[src/rtl/pcu_pkg.sv]
package pcu_pkg;
  localparam int PCU_PC_W  = 13;
  localparam int PCU_LIT_W = 11;
  localparam int PCU_DW    = 8;
  localparam int PCU_DEPTH = 8;

  typedef enum logic [2:0] {
    SEL_INC  = 3'd0,
    SEL_JMP  = 3'd1,
    SEL_RET  = 3'd2,
    SEL_PCL  = 3'd3,
    SEL_VEC  = 3'd4,
    SEL_HOLD = 3'd5
  } pc_sel_e;
endpackage

[src/rtl/pcu_arb.sv]
module pcu_arb
  import pcu_pkg::*;
(
  input  logic    en_i,
  input  logic    irq_i,
  input  logic    call_i,
  input  logic    goto_i,
  input  logic    ret_i,
  input  logic    retlw_i,
  input  logic    pcl_wr_i,
  output pc_sel_e sel_o,
  output logic    push_o,
  output logic    pop_o,
  output logic    chg_o,
  output logic    wload_o
);
  always_comb begin
    sel_o   = SEL_INC;
    push_o  = 1'b0;
    pop_o   = 1'b0;
    wload_o = 1'b0;
    if (!en_i) begin
      sel_o = SEL_HOLD;
    end else if (irq_i) begin
      sel_o  = SEL_VEC;
      push_o = 1'b1;
    end else if (call_i) begin
      sel_o  = SEL_JMP;
      push_o = 1'b1;
    end else if (goto_i) begin
      sel_o = SEL_JMP;
    end else if (ret_i) begin
      sel_o = SEL_RET;
      pop_o = 1'b1;
    end else if (retlw_i) begin
      sel_o   = SEL_RET;
      pop_o   = 1'b1;
      wload_o = 1'b1;
    end else if (pcl_wr_i) begin
      sel_o = SEL_PCL;
    end
  end

  assign chg_o = (sel_o != SEL_INC) && (sel_o != SEL_HOLD);
endmodule

[src/rtl/pcu_stack.sv]
module pcu_stack #(
  parameter int AW    = 13,
  parameter int DEPTH = 8,
  localparam int SP_W = $clog2(DEPTH),
  localparam int CNT_W = $clog2(DEPTH + 1)
) (
  input  logic             clk,
  input  logic             rst_n,
  input  logic             push_i,
  input  logic             pop_i,
  input  logic [AW-1:0]    din_i,
  output logic [AW-1:0]    top_o,
  output logic [CNT_W-1:0] depth_o
);
  logic [SP_W-1:0] sp_q;
  logic [SP_W-1:0] sp_top;
  logic [AW-1:0]   slot_q [DEPTH];

  assign sp_top = sp_q - SP_W'(1);

  for (genvar g = 0; g < DEPTH; g++) begin : g_slot
    always_ff @(posedge clk or negedge rst_n) begin
      if (!rst_n)                                   slot_q[g] <= '0;
      else if (push_i && (sp_q == SP_W'(g)))        slot_q[g] <= din_i;
    end
  end

  assign top_o = slot_q[sp_top];

  always_ff @(posedge clk or negedge rst_n) begin
    if (!rst_n) begin
      sp_q    <= '0;
      depth_o <= '0;
    end else if (push_i) begin
      sp_q <= sp_q + SP_W'(1);
      if (depth_o != CNT_W'(DEPTH)) depth_o <= depth_o + CNT_W'(1);
    end else if (pop_i) begin
      sp_q <= sp_top;
      if (depth_o != '0) depth_o <= depth_o - CNT_W'(1);
    end
  end
endmodule

[src/rtl/pcu_pc_reg.sv]
module pcu_pc_reg
  import pcu_pkg::*;
#(
  parameter int PC_W  = 13,
  parameter int LIT_W = 11,
  parameter int DW    = 8,
  parameter logic [PC_W-1:0] VEC = 13'h0004,
  localparam int PG_W  = PC_W - LIT_W,
  localparam int HI_W  = PC_W - DW,
  localparam int PG_LO = LIT_W - DW
) (
  input  logic             clk,
  input  logic             rst_n,
  input  pc_sel_e          sel_i,
  input  logic [LIT_W-1:0] lit_i,
  input  logic [DW-1:0]    wreg_i,
  input  logic [DW-1:0]    plat_i,
  input  logic [PC_W-1:0]  ret_addr_i,
  output logic [PC_W-1:0]  pc_o
);
  function automatic logic [PC_W-1:0] jump_tgt(input logic [DW-1:0] lat,
                                               input logic [LIT_W-1:0] k);
    return {lat[PG_LO +: PG_W], k};
  endfunction

  function automatic logic [PC_W-1:0] pcl_tgt(input logic [DW-1:0] lat,
                                              input logic [DW-1:0] lo);
    return {lat[HI_W-1:0], lo};
  endfunction

  logic [PC_W-1:0] nxt;

  always_comb begin
    case (sel_i)
      SEL_JMP:  nxt = jump_tgt(plat_i, lit_i);
      SEL_RET:  nxt = ret_addr_i;
      SEL_PCL:  nxt = pcl_tgt(plat_i, wreg_i);
      SEL_VEC:  nxt = VEC;
      SEL_HOLD: nxt = pc_o;
      default:  nxt = pc_o + PC_W'(1);
    endcase
  end

  always_ff @(posedge clk or negedge rst_n) begin
    if (!rst_n) pc_o <= '0;
    else        pc_o <= nxt;
  end
endmodule

[src/rtl/pcu_top.sv]
module pcu_top
  import pcu_pkg::*;
#(
  parameter int PC_W  = PCU_PC_W,
  parameter int LIT_W = PCU_LIT_W,
  parameter int DW    = PCU_DW,
  parameter int DEPTH = PCU_DEPTH,
  localparam int CNT_W = $clog2(DEPTH + 1)
) (
  input  logic             clk,
  input  logic             rst_n,
  input  logic             en_i,
  input  logic             irq_i,
  input  logic             call_i,
  input  logic             goto_i,
  input  logic             ret_i,
  input  logic             retlw_i,
  input  logic             pcl_wr_i,
  input  logic [LIT_W-1:0] lit_i,
  input  logic [DW-1:0]    wreg_i,
  input  logic [DW-1:0]    plat_i,
  output logic [PC_W-1:0]  pc_o,
  output logic             flush_o,
  output logic             wload_o,
  output logic [DW-1:0]    wdata_o,
  output logic [CNT_W-1:0] depth_o
);
  pc_sel_e         sel;
  logic            push_ev;
  logic            pop_ev;
  logic            chg_ev;
  logic [PC_W-1:0] stk_top;

  pcu_arb u_arb (
    .en_i(en_i), .irq_i(irq_i), .call_i(call_i), .goto_i(goto_i),
    .ret_i(ret_i), .retlw_i(retlw_i), .pcl_wr_i(pcl_wr_i),
    .sel_o(sel), .push_o(push_ev), .pop_o(pop_ev), .chg_o(chg_ev),
    .wload_o(wload_o)
  );

  pcu_stack #(.AW(PC_W), .DEPTH(DEPTH)) u_stack (
    .clk(clk), .rst_n(rst_n), .push_i(push_ev), .pop_i(pop_ev),
    .din_i(pc_o), .top_o(stk_top), .depth_o(depth_o)
  );

  pcu_pc_reg #(.PC_W(PC_W), .LIT_W(LIT_W), .DW(DW)) u_pc (
    .clk(clk), .rst_n(rst_n), .sel_i(sel), .lit_i(lit_i), .wreg_i(wreg_i),
    .plat_i(plat_i), .ret_addr_i(stk_top), .pc_o(pc_o)
  );

  assign flush_o = chg_ev;
  assign wdata_o = lit_i[DW-1:0];
endmodule

[config.mk]
export PLATFORM = sky130hd
export DESIGN_NAME = pcu_top
export DESIGN_NICKNAME = d
export VERILOG_FILES = /design/src/rtl/pcu_pkg.sv /design/src/rtl/pcu_arb.sv /design/src/rtl/pcu_stack.sv /design/src/rtl/pcu_pc_reg.sv /design/src/rtl/pcu_top.sv
export SDC_FILE = /design/constraint.sdc
export NUM_CORES = 1
export LEC_CHECK = 0
export BUFFER_PORTS_ARGS = -buffer_cell sky130_fd_sc_hd__buf_4
export CORE_AREA = 2 2 97 146
export DETAILED_ROUTE_END_ITERATION = 10
export DIE_AREA = 0 0 99 148
export PLACE_DENSITY_LB_ADDON = 0.15
export SLEW_MARGIN = 20
export SYNTH_ARGS = -nofsm -noshare
export SYNTH_HDL_FRONTEND = slang
export SYNTH_HIERARCHICAL = 1
export SYNTH_SLANG_ARGS = --single-unit
export TNS_END_PERCENT = 5
[constraint.sdc]
create_clock -name clk -period 3.53 [get_ports clk]
set_clock_uncertainty 0.2 [all_clocks]
set_input_delay 0.5295 -clock clk [delete_from_list [all_inputs] [get_ports clk]]
set_output_delay 0.5295 -clock clk [all_outputs]
set_load 0.01 [all_outputs]
==> results by group <==
Logic synthesis
  • Netlist Area Pre-Place: ~6600 um^2
  • Synth warn: 6
  • Mapped Nets: ~530
  • Synth top area cells: dfrtp_1 (47%), mux2_2 (20%), mux4_1 (9.6%)
  • Register area share after synthesis: a little under half
  • Area leader, netlist: dfrtp_1
  • Fraction of registers with async set/reset: 100%
  • Seq cells post-synth: 124
  • Yosys cell types: 60
  • Top_reg_cell synth: dfrtp_1
  • Post-Syn Area per Cell: approximately 14 um^2
  • Post-synth EDFFs: 0
  • Most common cell in the netlist: dfrtp_1
  • Synth top area share: a little under half
  • Cells after Synth: approximately 490
  • Post-synth top cells: dfrtp_1 (124), mux2_2 (119), nor2_1 (25), mux4_1 (24), buf_2 (18)

Worst setup path
  • Critical path's top delay family: multiplexers
  • Crit-path cells: buf_4 > mux4_1 > mux2_2 > mux2_2 > o22ai_1 > o2bb2ai_1
  • Crit path kind: reg -> reg
  • Startpoint types: flip-flop
  • Setup slack, reg-to-reg: approximately 0.8 ns
  • Slowest cell on crit path: mux4_1
  • Reg-to-Reg End: u_pc/pc_o[8]
  • CP bufs+invs: 1
  • Critical path endpoint category: flip-flop
  • Data arrival time of the critical path: 2.81 ns
  • WP depth: 6
  • Critical Path Start: u_stack/sp_q[0]
  • Max FO, Critical Path: 29
  • CP endpoint: u_pc/pc_o[8]
  • Worst reg2reg path depth: 6
  • CP dominant cell by count: mux2_2
  • CP max stage delay: 0.62 ns
  • Critical Path RT: between 3 and 4 ns
  • Worst R2R Start: u_stack/sp_q[0]

Floorplan
  • IO Pins: 63
  • Initial core utilization: 49.2%
  • Core area: about 13000 um^2
  • Num rows: 52
  • Die Footprint: approximately 15000 um^2
  • Die Y: about 150 um
  • Die width: ~99 um

Clock tree
  • CTS Buf Count: 17
  • Skew-Pair Late Insertion Delay: approximately 0.42 ns
  • Hold_buf cts: 0
  • CTS resizes: 0
  • Clk root buf: clkbuf_16
  • CTS tree: done
  • Deepest clock path buffer count: 2
  • Post-CTS Setup Bufs: 0
  • CTS clk-pin slew, worst paths: about 0.060 ns
  • H-tree levels: 4
  • Num Clock Sinks: 124

Timing
  • Max-slew headroom: about two fifths
  • Fmax: 367 MHz
  • Min Clock Period, post-route: ~2.7 ns
  • Hold slack final: -0.0573 ns
  • RSZ-0062 raised after global routing: false
  • Final worst setup slack: 0.805 ns
  • Worst slew pin tran: just under 0.9 ns
  • Final setup fails: 0
  • Final Hold Viols: 47
  • Final Max Slew Viols: 0
  • Period utilisation layout: between 70% and 80%
  • Setup_tns: 0 ns

Power and ir drop
  • Combinational share of power: about 38%
  • Clock power share: a little over a quarter
  • Net Sw Power: 2.19 mW
  • Net Sw Frac: between 30% and 40%
  • Sequential power share: between 30% and 40%
  • Max rail drop VDD: between 0.4 and 0.5 mV
  • P per Cell Area: around 880 nW/um^2
  • Static leakage: 3.57 nW
  • Internal: approximately 4.6 mW

Global route
  • Overall Global Routing Usage: between 20 and 25%
  • First-pass GRT wire length: 24600 um
  • Vias in the first global route: between 4k and 5k
  • GR Overflow Total: 0
  • Initial antenna violation count: 0
  • Largest net degree at the start of global routing: slightly above 80

Routing
  • Routed wire length: between 15000 and 20000 um
  • Vias: around 4.3k
  • DR iter-0 viols: about 180
  • Wirelength per Cell: between 20 and 25 um
  • Drt drc: 0
  • Via density: around 6
  • Routed Antenna Nets: 0
  • DRT Pass-1 Iters: 4

Job
  • Maxcap violations: 0

Finish
  • Reg area: 3100 um^2
  • Layout cell share with drive strength beyond 1: 42.4%
  • Non-filler cells in the finished layout: 719
  • Nets: 591
  • Fill count: 1099
  • Synth-to-layout area growth: 17.8%
  • N_diodes: 0
  • Multi-input logic area: 3200 um^2

Run status
  • Failing checks: negative hold slack
  • Status: finished with violations

Min path
  • HP Class: in -> async

Place
  • Cells after DPL: 687
  • Port bufs: 59
  • DP Worst Slack: 0.588 ns
  • Dpl hpwl: around 10000 um
  • Routability cong.: 0.868
[routing by layer]
layer / up-vias / global-route usage (%) / wire length (um)
li1: 1952 / - / -
met1: 2227 / 26.1 / 6340
met2: 101 / 38.7 / 8110
met3: 25 / 5.25 / 549
met4: 0 / 8.84 / 329
met5: - / 0 / 0
[through the flow]
stage / power [mW] / hold slack (ns) / utilization (%) / instance area (um^2)
finish: 6.81 / -0.0573 / 58.0 / 7730
global route: 7.19 / 0.00870 / 58.0 / 7730
CTS: 6.86 / 0.138 / 57.9 / 7730
detailed placement: 5.05 / 0.285 / 53.4 / 7120
global placement: 4.92 / 0.278 / 53.4 / 7120
floorplan: 4.22 / 0.0339 / - / 6560
[power by group through the flow]
stage	clock network (mW)	logic (mW)	registers, mW
after floorplan	0	1.88	2.34
after CTS	1.81	2.59	2.46
after detailed placement	0	2.57	2.48
after global routing	1.88	2.76	2.55
after global placement	0	2.50	2.42
final	1.78	2.56	2.46
[kinds of logic (layout without fill, tap and decap cells)]
family / count (synthesis) / count (layout) / synth area share [%]
simple gates: 84 / 84 / 6.62
flops: 124 / 124 / 47.3
xor+xnor: 8 / 8 / 1.07
mux: 156 / 156 / 32.6
buf+inv: 44 / 116 / 3.89
compound gates: 58 / 58 / 6.31
fa+ha+maj: 11 / 11 / 2.21
[state kept, by name, indices dropped and copies added, names as in the netlist]
name	cells
u_pc/pc_o	13
u_stack/sp_q	3
u_stack/depth_o	4
u_stack/slot_q	104
[area by class of cell]
type | instances | area share (%)
clock buffers | 18 | 5.68
clock inverters | 14 | 2.20
inverters | 9 | 0.437
multi-input cells | 317 | 41.4
flip-flops and latches | 124 | 40.1
well taps | 162 | 2.62
repair buffers | 75 | 7.49
[cell usage in the layout (no fill, tap or decap), drive strengths merged, types with 4 or more instances in the layout]
cell and instances:
a21oi 12, and3 4, buf 75, clkbuf 18, clkinv 6, clkinvlp 4
dfrtp 124, ha 10, inv 10, mux2 119, mux2i 10, mux4 27
nand2 15, nand2b 4, nand3 10, nor2 25, nor3 7, o21ai 9
o22ai 5, xnor2 5
[how the worst min path moves through the flow]
stage / endpoint / slack (ns) / cells after the start
2_1_floorplan: u_pc/pc_o[0] / 0.03 / 0
3_3_place_gp: u_stack/slot_q[88] / 0.28 / 1
3_5_place_dp: u_stack/slot_q[76] / 0.29 / 1
4_1_cts: u_stack/depth_o[2] / 0.14 / 1
5_1_grt: u_stack/depth_o[3] / 0.009 / 1
6_report: u_stack/depth_o[2] / -0.06 / 1
(Power assumes the default switching activity.)
